===== config.mk =====
export PLATFORM = sky130hd
export DESIGN_NAME = pwm_dual_slope_timer
export DESIGN_NICKNAME = d
export VERILOG_FILES = /design/src/rtl/pwm_timer_pkg.sv /design/src/rtl/pwm_top_select.sv /design/src/rtl/pwm_updown_counter.sv /design/src/rtl/pwm_cmp_channel.sv /design/src/rtl/pwm_dual_slope_timer.sv
export SDC_FILE = /design/constraint.sdc
export NUM_CORES = 1
export LEC_CHECK = 0
export ABC_AREA = 1
export CORE_ASPECT_RATIO = 2
export CORE_UTILIZATION = 44
export CTS_CLUSTER_SIZE = 14
export DETAILED_ROUTE_END_ITERATION = 6
export PLACE_DENSITY = 0.67
export SYNTH_ARGS = -nofsm -noshare
export SYNTH_HDL_FRONTEND = slang
export SYNTH_SLANG_ARGS = --single-unit

===== constraint.sdc =====
create_clock -name clk -period 3.6 [get_ports clk]
set_input_delay 0.36 -clock clk [delete_from_list [all_inputs] [get_ports clk]]
set_output_delay 0.36 -clock clk [all_outputs]
set_load 0.02 [all_outputs]

===== src/rtl/pwm_timer_pkg.sv =====
package pwm_timer_pkg;

    typedef enum logic [2:0] {
        TOPSRC_FIX8  = 3'd0,
        TOPSRC_FIX9  = 3'd1,
        TOPSRC_FIX10 = 3'd2,
        TOPSRC_CAPT  = 3'd3,
        TOPSRC_CMPA  = 3'd4
    } top_src_e;

    localparam logic [1:0] OUT_OFF    = 2'd0;
    localparam logic [1:0] OUT_NONINV = 2'd2;
    localparam logic [1:0] OUT_INV    = 2'd3;

endpackage


===== src/rtl/pwm_top_select.sv =====
module pwm_top_select
    import pwm_timer_pkg::*;
#(
    parameter int CNT_W   = 16,
    parameter int MIN_TOP = 3
) (
    input  logic [2:0]       src_i,
    input  logic [CNT_W-1:0] capt_i,
    input  logic [CNT_W-1:0] cmpa_i,
    output logic [CNT_W-1:0] top_o
);

    localparam logic [CNT_W-1:0] FIX8  = CNT_W'(255);
    localparam logic [CNT_W-1:0] FIX9  = CNT_W'(511);
    localparam logic [CNT_W-1:0] FIX10 = CNT_W'(1023);
    localparam logic [CNT_W-1:0] FLOOR = CNT_W'(MIN_TOP);

    logic [CNT_W-1:0] raw_top;

    always_comb begin
        case (src_i)
            TOPSRC_FIX9:  raw_top = FIX9;
            TOPSRC_FIX10: raw_top = FIX10;
            TOPSRC_CAPT:  raw_top = capt_i;
            TOPSRC_CMPA:  raw_top = cmpa_i;
            default:      raw_top = FIX8;
        endcase
        top_o = (raw_top < FLOOR) ? FLOOR : raw_top;
    end

endmodule


===== src/rtl/pwm_updown_counter.sv =====
module pwm_updown_counter #(
    parameter int CNT_W = 16
) (
    input  logic             clk,
    input  logic             rst_n,
    input  logic             tick_i,
    input  logic [CNT_W-1:0] top_i,
    output logic [CNT_W-1:0] cnt_o,
    output logic             up_o,
    output logic [CNT_W-1:0] cnt_nx_o,
    output logic             up_nx_o,
    output logic             top_hit_o,
    output logic             ovf_o
);

    typedef struct packed {
        logic [CNT_W-1:0] cnt;
        logic             up;
        logic             ovf;
    } cnt_state_t;

    cnt_state_t s_d, s_q;

    always_comb begin
        s_d       = s_q;
        s_d.ovf   = 1'b0;
        top_hit_o = 1'b0;
        if (tick_i) begin
            if (s_q.up) begin
                if (s_q.cnt >= top_i) begin
                    s_d.cnt = s_q.cnt - CNT_W'(1);
                    s_d.up  = 1'b0;
                end else begin
                    s_d.cnt   = s_q.cnt + CNT_W'(1);
                    s_d.up    = (s_d.cnt != top_i);
                    top_hit_o = (s_d.cnt == top_i);
                end
            end else begin
                s_d.cnt = s_q.cnt - CNT_W'(1);
                s_d.up  = (s_d.cnt == '0);
                s_d.ovf = (s_d.cnt == '0);
            end
        end
        cnt_nx_o = s_d.cnt;
        up_nx_o  = s_d.up;
    end

    always_ff @(posedge clk or negedge rst_n) begin
        if (!rst_n) begin
            s_q <= '{cnt: '0, up: 1'b1, ovf: 1'b0};
        end else begin
            s_q <= s_d;
        end
    end

    assign cnt_o = s_q.cnt;
    assign up_o  = s_q.up;
    assign ovf_o = s_q.ovf;

    a_r2_hold_without_tick: assert property (@(posedge clk) disable iff (!rst_n)
        !tick_i |=> $stable(cnt_o));

    a_r2_single_step: assert property (@(posedge clk) disable iff (!rst_n)
        tick_i |=> (cnt_o == $past(cnt_o) + CNT_W'(1)) || (cnt_o == $past(cnt_o) - CNT_W'(1)));

    a_r2_bottom_turns_up: assert property (@(posedge clk) disable iff (!rst_n)
        (cnt_o == '0) |-> up_o);

    a_r6_ovf_at_bottom: assert property (@(posedge clk) disable iff (!rst_n)
        ovf_o |-> (cnt_o == '0) && $past(tick_i));

endmodule


===== src/rtl/pwm_cmp_channel.sv =====
module pwm_cmp_channel
    import pwm_timer_pkg::*;
#(
    parameter int CNT_W = 16
) (
    input  logic             clk,
    input  logic             rst_n,
    input  logic [1:0]       out_mode_i,
    input  logic             wr_i,
    input  logic [CNT_W-1:0] wr_data_i,
    input  logic             step_i,
    input  logic [CNT_W-1:0] cnt_i,
    input  logic [CNT_W-1:0] cnt_nx_i,
    input  logic             up_nx_i,
    input  logic             load_i,
    output logic [CNT_W-1:0] act_o,
    output logic             pwm_o,
    output logic             match_o
);

    typedef struct packed {
        logic [CNT_W-1:0] shadow;
        logic [CNT_W-1:0] act;
        logic             pwm;
        logic             flag;
    } ch_state_t;

    ch_state_t s_d, s_q;

    always_comb begin
        s_d      = s_q;
        s_d.flag = 1'b0;
        if (step_i && (cnt_nx_i == s_q.act)) begin
            s_d.flag = 1'b1;
            if (out_mode_i == OUT_NONINV) s_d.pwm = !up_nx_i;
            if (out_mode_i == OUT_INV)    s_d.pwm = up_nx_i;
        end
        if ((out_mode_i != OUT_NONINV) && (out_mode_i != OUT_INV)) s_d.pwm = 1'b0;
        if (load_i) s_d.act = s_q.shadow;
        if (wr_i)   s_d.shadow = wr_data_i;
    end

    always_ff @(posedge clk or negedge rst_n) begin
        if (!rst_n) begin
            s_q <= '0;
        end else begin
            s_q <= s_d;
        end
    end

    assign act_o   = s_q.act;
    assign pwm_o   = s_q.pwm;
    assign match_o = s_q.flag;

    a_r4_off_drives_low: assert property (@(posedge clk) disable iff (!rst_n)
        (out_mode_i[1] == 1'b0) |=> !pwm_o);

    a_r7_flag_on_threshold: assert property (@(posedge clk) disable iff (!rst_n)
        match_o |-> (cnt_i == $past(act_o)));

    a_r9_active_only_at_top: assert property (@(posedge clk) disable iff (!rst_n)
        !load_i |=> $stable(act_o));

    a_r4_pin_moves_on_match: assert property (@(posedge clk) disable iff (!rst_n)
        (!step_i && out_mode_i[1] && $stable(out_mode_i)) |=> $stable(pwm_o));

endmodule


===== src/rtl/pwm_dual_slope_timer.sv =====
module pwm_dual_slope_timer
    import pwm_timer_pkg::*;
#(
    parameter int  CNT_W  = 16,
    parameter int  NUM_CH = 2,
    localparam int SEL_W  = $clog2(NUM_CH + 1)
) (
    input  logic              clk,
    input  logic              rst_n,
    input  logic              tick_i,
    input  logic [2:0]        top_src_i,
    input  logic [2*NUM_CH-1:0] out_mode_i,
    input  logic              wr_en_i,
    input  logic [SEL_W-1:0]  wr_sel_i,
    input  logic [CNT_W-1:0]  wr_data_i,
    output logic [CNT_W-1:0]  count_o,
    output logic [NUM_CH-1:0] pwm_o,
    output logic              ovf_flag_o,
    output logic              capt_flag_o,
    output logic [NUM_CH-1:0] cmp_flag_o
);

    localparam logic [SEL_W-1:0] CAPT_SEL = SEL_W'(NUM_CH);

    typedef struct packed {
        logic [CNT_W-1:0] capt;
        logic             capf;
    } top_state_t;

    top_state_t s_d, s_q;

    logic [CNT_W-1:0] top_val;
    logic [CNT_W-1:0] cnt_nx;
    logic             up_nx;
    logic             up_now;
    logic             top_hit;
    logic [CNT_W-1:0] act_val [NUM_CH];

    pwm_top_select #(.CNT_W(CNT_W)) u_topsel (
        .src_i  (top_src_i),
        .capt_i (s_q.capt),
        .cmpa_i (act_val[0]),
        .top_o  (top_val)
    );

    pwm_updown_counter #(.CNT_W(CNT_W)) u_cnt (
        .clk       (clk),
        .rst_n     (rst_n),
        .tick_i    (tick_i),
        .top_i     (top_val),
        .cnt_o     (count_o),
        .up_o      (up_now),
        .cnt_nx_o  (cnt_nx),
        .up_nx_o   (up_nx),
        .top_hit_o (top_hit),
        .ovf_o     (ovf_flag_o)
    );

    for (genvar i = 0; i < NUM_CH; i++) begin : g_ch
        pwm_cmp_channel #(.CNT_W(CNT_W)) u_ch (
            .clk        (clk),
            .rst_n      (rst_n),
            .out_mode_i (out_mode_i[2*i +: 2]),
            .wr_i       (wr_en_i && (wr_sel_i == SEL_W'(i))),
            .wr_data_i  (wr_data_i),
            .step_i     (tick_i),
            .cnt_i      (count_o),
            .cnt_nx_i   (cnt_nx),
            .up_nx_i    (up_nx),
            .load_i     (top_hit),
            .act_o      (act_val[i]),
            .pwm_o      (pwm_o[i]),
            .match_o    (cmp_flag_o[i])
        );
    end

    always_comb begin
        s_d      = s_q;
        s_d.capf = top_hit && (top_src_i == TOPSRC_CAPT);
        if (wr_en_i && (wr_sel_i == CAPT_SEL)) s_d.capt = wr_data_i;
    end

    always_ff @(posedge clk or negedge rst_n) begin
        if (!rst_n) begin
            s_q <= '0;
        end else begin
            s_q <= s_d;
        end
    end

    assign capt_flag_o = s_q.capf;

    a_r8_capt_flag_at_turn: assert property (@(posedge clk) disable iff (!rst_n)
        capt_flag_o |-> !up_now && $past(up_now) && $past(tick_i));

    a_r8_capt_flag_value: assert property (@(posedge clk) disable iff (!rst_n)
        capt_flag_o |-> (count_o == $past(top_val)));

    a_r6_ovf_after_fall: assert property (@(posedge clk) disable iff (!rst_n)
        ovf_flag_o |-> !$past(up_now));

endmodule


Yosys cells after proc, flatten, opt, wreduce, memory -nomap -nowiden
Cells that the tools add are included.
{ "word_totals": {"ff_bits": 103, "in_bits": 29, "output_inout_bits": 22, "word_cells": 69} }
{ "classes": {"n_addsub": 2, "magnitude_cmp": 2, "n_eq_ne": 18, "mux": 17, "reduce_logical": 17} }
{ "ops": {"columns": ["operator", "count"], "rows": [
  ["$pmux W16 S4", 1],
  ["$eq A16 B16 Y1", 3],
  ["$mux W17", 2],
  ["$mux W18", 1],
  ["$add A16 B1 Y16 const B", 1],
  ["$ge A16 B16 Y1", 1],
  ["$logic_not A16 Y1", 1],
  ["$lt A16 B2 Y1 const B", 1],
  ["$mux W16", 1],
  ["$ne A16 B16 Y1", 1],
  ["$sub A16 B1 Y16 const B", 1],
  ["$eq A2 B2 Y1 const B", 5],
  ["$mux W1", 10],
  ["$logic_and A1 B1 Y1", 8],
  ["$ne A2 B2 Y1 const B", 4],
  ["$eq A3 B2 Y1 const B", 2],
  ["$reduce_bool A3 Y1", 2],
  ["$mux W2", 2],
  ["$reduce_and A2 Y1", 2],
  ["$reduce_bool A2 Y1", 2],
  ["$eq A3 B1 Y1 const B", 1],
  ["$eq A3 B3 Y1 const B", 1],
  ["$eq A2 B1 Y1 const B", 1],
  ["$logic_not A2 Y1", 1],
  ["$logic_not A1 Y1", 1]
]} }

Logic depth before layout (Yosys ltp)
{ "depth": {"ltp_word": 13, "ltp_mapped": 32, "mapped_depth_nobuf": 32} }

Modules after synthesis
From an unflattened synthesis, not the netlist that was laid out.
{ "unflattened": {"hier_cells": 1021, "hier_area_um2": 7269.5} }
{ "modules_own_cells": {"columns": ["module", "instances", "cells_per_inst", "area_each_um2", "seq_area_each_um2"], "rows": [
  ["pwm_cmp_channel", 2, 213, 1785.5, 850.8],
  ["pwm_updown_counter", 1, 434, 2570.0, 451.7],
  ["pwm_dual_slope_timer", 1, 78, 757.0, 425.4],
  ["pwm_top_select", 1, 83, 371.6, 0.0]
]} }

Worst setup path after synthesis
OpenSTA, ideal clock, no wires.
{ "synth_timing": {"path_kind": "in2reg", "from": "input top_src_i[1]", "to": "register g_ch[0].u_ch.s_q (netlist bit g_ch[0].u_ch.pwm_o)", "setup_ns": 0.071, "arrival_time_ns": 3.178, "required_ns": 3.529, "setup_slack_ns": 0.350, "stages": 32, "n_path_buf": 2, "path_cell_list": "nor2_2 > nand2_1 > nand2_2 > nand3_1 > nor2_1 > nand2_1 > nor2_1 > nand2_1 > nand2_1 > inv_1 > ha_1 > nand2_1 > nand3_1 > nand2_1 > nand2_1 > nand2_1 > nand2_1 > nand2_1 > buf_2 > clkbuf_1 > nand3_1 > nand2_1 > nand2_1 > nand2_1 > nand2_1 > nor2_1 > nand2_1 > nor2_1 > nand2_1 > nand2_1 > nand2_1 > nor2_1"} }
{ "synth_between": {"elab_chain_cells": 13, "elab_cells_between_ends": 21, "classes_between": "order compare (2); eq/ne (6); mux (9); reduce/logical (4)"} }
{ "synth_rtl": {"columns": ["item", "line", "rtl"], "rows": [
  ["from (decl)", "pwm_dual_slope_timer.sv:11", "input logic [2:0] top_src_i,"],
  ["$eq A3 B3 Y1, or another cell as far along", "pwm_top_select.sv:21", "case (src_i)"],
  ["$pmux W16 S4 (*)", "pwm_top_select.sv:21", null],
  ["$lt A16 B2 Y1", "pwm_top_select.sv:28", "top_o = (raw_top < FLOOR) ? FLOOR : raw_top;"],
  ["$mux W16 (*)", "pwm_top_select.sv:28", null],
  ["$ge A16 B16 Y1 / $ne A16 B16 Y1 (equally long branches)", "pwm_updown_counter.sv:30, pwm_updown_counter.sv:35", null],
  ["$mux W17 (*)", "pwm_updown_counter.sv:30", "if (s_q.cnt >= top_i) begin"],
  ["$mux W17 (*)", "pwm_updown_counter.sv:29", "if (s_q.up) begin"],
  ["$mux W18 (*)", "pwm_updown_counter.sv:28", "if (tick_i) begin"],
  ["parallel branches: the longest is 5 deep, another holds $eq A16 B16 Y1", null, null],
  ["to (signal assigned)", "pwm_cmp_channel.sv:45", "s_q <= '0;"],
  ["to (signal assigned)", "pwm_cmp_channel.sv:47", "s_q <= s_d;"],
  ["to (decl)", "pwm_cmp_channel.sv:28", "ch_state_t s_d, s_q;"]
]} }
Every way passes the cells marked *. The select of a mux whose other input is x is not followed.
A chain may end at the register's enable or synchronous reset.

Final worst setup path
{ "layout_timing": {"from": "input top_src_i[2]", "to": "register g_ch[1].u_ch.s_q (netlist bit g_ch[1].u_ch.pwm_o)"} }
{ "layout_between": {"elab_chain_cells": 13, "elab_cells_between_ends": 21, "classes_between": "order compare (2); eq/ne (6); mux (9); reduce/logical (4)"} }
{ "layout_rtl": {"columns": ["item", "line"], "rows": [
  ["$eq A3 B3 Y1, or another cell as far along", "pwm_top_select.sv:21"],
  ["$pmux W16 S4 (*)", "pwm_top_select.sv:21"],
  ["$lt A16 B2 Y1", "pwm_top_select.sv:28"],
  ["$mux W16 (*)", "pwm_top_select.sv:28"],
  ["$ge A16 B16 Y1 / $ne A16 B16 Y1 (equally long branches)", "pwm_updown_counter.sv:30, pwm_updown_counter.sv:35"],
  ["$mux W17 (*)", "pwm_updown_counter.sv:30"],
  ["$mux W17 (*)", "pwm_updown_counter.sv:29"],
  ["$mux W18 (*)", "pwm_updown_counter.sv:28"],
  ["parallel branches: the longest is 5 deep, another holds $eq A16 B16 Y1", null],
  ["to (signal assigned)", "pwm_cmp_channel.sv:45"],
  ["to (signal assigned)", "pwm_cmp_channel.sv:47"],
  ["to (decl)", "pwm_cmp_channel.sv:28"]
]} }
Marks and branches as above.

==> impl_metrics.toml <==
[timing]
tns_ns = 0
worst_slack_ns = 0.199
worstMarginPinSlew_ns = 1.07
finalSetupViolCount = 0
max_slew_margin_pct = 28.5
period_minus_slack_ns = 3.40
fmax_mhz = 294
slew_violations = 0
hold_viol_final = 0
fin_crit_sh_pct = 94.5
fin_skew_ns = 0.0169

[pwr]
pwr-share-clk_pct = 20.9
total_power_mw = 4.58
p_seq_share_pct = 31.7
switchingPower_mw = 2.01
pwr-share-comb_pct = 47.4
power.density_mw_per_mm2 = 509
internal_power_mw = 2.58
ir_drop_uv = 485
p_sw_share_pct = 43.8
p_leak_nw = 4.64

[final_layout]
multi_input_area_mm2 = 0.00398
nets = 1224
drive_above_1_share_pct = 19.4
diodes = 0
regArea_mm2 = 0.00258
fin_util_pct = 58.9
area_delta_synth_final_pct = 31.0
fill_cells = 1482

[critical_path]
crit_buf_inv = 5
crit_path_end_kind = "flop"
crit_path_frequent_cell = "nand2_1"
slowest_delay_ns = 0.32
cp_slowest_cell = "ha_1"
crit_required_ns = 3.91
crit_family = "simple AND/OR/NAND/NOR gates"
path_class = "in -> reg"
rrSetupSlack_ns = 0.21
setup.worst_path.start_class = "primary input"
crit_arrival_ns = 3.71
worstPathMaxFanout = 6

[clocking]
clock_sinks = 103
cts-buffers-inserted = 9
clock_tree.root_cell = "clkbuf_16"
cts_max_path_buffers = 2
cts_tree = "built"
clk_latency_ns = 0.37
htreeDepth = 3
clk_pin_slew_ns = 0.08

[place]
port_buffers = 50
dp.final_hpwl_um = 20500
routabilityCongestion = 1.07
dp_worst_setup_slack_ns = -0.803

[yosys]
synth-xor-area-share_pct = 3.18
synth_top_family_by_area = "simple AND/OR/NAND/NOR gates"
syn_area_per_cell_um2 = 6.61
yosys.area_share.adder_pct = 3.46
synth_fp_nets = 1088
synth-compound-area-share_pct = 7.89
ys_seq_area_share_pct = 37.5
ys_warn_count = 0
syn-cell-area_mm2 = 0.00688
synthTopCellsByArea = "dfrtp_1, nand2_1, nand3_1"
synth_top_area_share_pct = 37.1
yosys.area_share.simple_pct = 37.1
ys_seq_elements = 103
synth_cells = 1040
yosys.area.top_type = "dfrtp_1"
synth_cell_types = 32
synthMuxAreaShare_pct = 0

[floorplan]
io_pins = 51
die_w_um = 90.4
die-area_mm2 = 0.0162
start_util_pct = 45.0
coreArea_mm2 = 0.0153
std_cell_rows = 64
dieHeight_um = 179

[grt]
grt_util_all_layers_pct = 32.8
grt_pass1_vias = 7096
grt_antenna_before_repair = 0
grt_overflow = 0
grt_pass1_wl_um = 38800
grt_max_degree = 39

[outcome]
status = "finished clean"

[routing]
vias_per_cell = 5.32
ant_nets = 0
drc = 0
firstDrtPassIters = 7
wl_per_cell_um = 18.9
drt_iter0_drc = 386
num_vias = 7341
wirelength_um = 26100

[job]
cap_violations = 0

[min_path]
hold_class = "reg -> reg"
[timing repair]
item	CTS	global route
endpoints found under the hold margin	35	0
cloned	2	2
setup buffers	6	8
gates resized for setup	33	92
pin swaps	13	35
hold buffers	1	0
endpoints found under the setup margin	36	36
[layer usage]
| layer | track usage [%] | wire length, um | part of all wire (%) | vias up |
|---|---|---|---|---|
| li1 | - | - | - | 3568 |
| met1 | 31.9 | 9090 | 35 | 3430 |
| met2 | 61.6 | 13900 | 53 | 240 |
| met3 | 3.05 | 761 | 2.9 | 103 |
| met4 | 28.4 | 2370 | 9.1 | 0 |
| met5 | 0 | 0 | 0 | - |
[sequential cells by signal, indices dropped and copies added (netlist names)]
signal / cells
u_cnt.up_o: 1
capt_flag_o: 1
g_ch.u_ch.s_q: 32
g_ch.u_ch.act_o: 32
g_ch.u_ch.match_o: 2
u_cnt.ovf_o: 1
u_cnt.cnt_o: 16
g_ch.u_ch.pwm_o: 2
s_q: 16
[through the flow]
stage                     instances  hold WS [ns]  cell area [um2]
after floorplan                1040        0.0644             6880
after global placement         1344         0.345             8150
after detailed placement       1344         0.356             8150
after CTS                      1369         0.484             8620
after global routing           1379         0.505             9010
final                          1379         0.482             9010
[layout make-up]
type	instances	area share, %
Inverter	142	5.94
Timing Repair Buffer	162	15.4
Clock buffer	9	2.50
Clock inverter	7	0.625
Tap cell	198	2.75
Sequential cell	103	28.6
Multi-Input combinational cell	758	44.2
[synth_stat cells]
master	count
nor3_1	11
or2_2	2
buf_2	7
a21oi_1	11
dfstp_2	1
nor2_1	95
o21a_1	1
o21ai_0	68
inv_1	141
nor2_4	1
clkbuf_2	1
nand2_2	2
nand3b_1	3
nor2_2	2
nand2_1	339
nor2_8	1
and2_1	1
nor4_2	1
nor4_1	1
buf_1	1
inv_2	1
and3_1	1
ha_1	19
dfrtp_1	102
clkbuf_1	21
buf_6	4
xnor2_1	2
o21ai_1	28
xor2_1	23
nand4_1	26
buf_4	6
nand3_1	117
[power groups by stage]
stage / clock network [mW] / logic (mW) / registers (mW)
4_1_cts: 0.969 / 1.99 / 1.45
5_1_grt: 1.01 / 2.37 / 1.47
3_5_place_dp: 0 / 1.95 / 1.47
3_3_place_gp: 0 / 1.95 / 1.47
2_1_floorplan: 0 / 1.08 / 1.47
6_report: 0.959 / 2.17 / 1.45
[cell families (layout without fill, tap and decap cells)]
family | Yosys count | in the layout
fa+ha+maj | 19 | 19
buf+inv | 182 | 320
xor+xnor | 25 | 25
compound gates | 108 | 108
simple gates | 603 | 606
flops | 103 | 103
[final timing paths]
check                                 startpoint                endpoint  cells after the start
hold / removal              g_ch[0].u_ch.s_q[22]   g_ch[0].u_ch.act_o[4]                      2
hold reg to reg             g_ch[0].u_ch.s_q[22]   g_ch[0].u_ch.act_o[4]                      2
max in group asynchronous                  rst_n                  s_q[5]                      3
min in group asynchronous                  rst_n  g_ch[1].u_ch.act_o[15]                      2
setup reg to reg           g_ch[0].u_ch.act_o[3]      g_ch[1].u_ch.pwm_o                     29
setup / recovery                    top_src_i[2]      g_ch[1].u_ch.pwm_o                     33
[cell usage in the layout (no fill, tap or decap), types with 11 or more instances in the layout]
master,instances
nand2_1,315
inv_1,138
buf_4,105
dfrtp_1,102
nand3_1,86
nor2_1,77
o21ai_0,60
clkdlybuf4s50_1,46
o21ai_1,30
nand4_1,26
nand3_2,25
xor2_1,23
nand2_2,21
ha_1,18
nor2_2,17
nor3_1,11
[worst register-to-register path, delay by kind of cell (launching register included)]
kind,cells,cell delay [ns]
buffers and inverters,2,0.28
AND/OR/NAND/NOR,26,2.38
adder cells (fa/ha/maj),1,0.25
flip-flops,1,0.43
(Power assumes the default switching activity.)
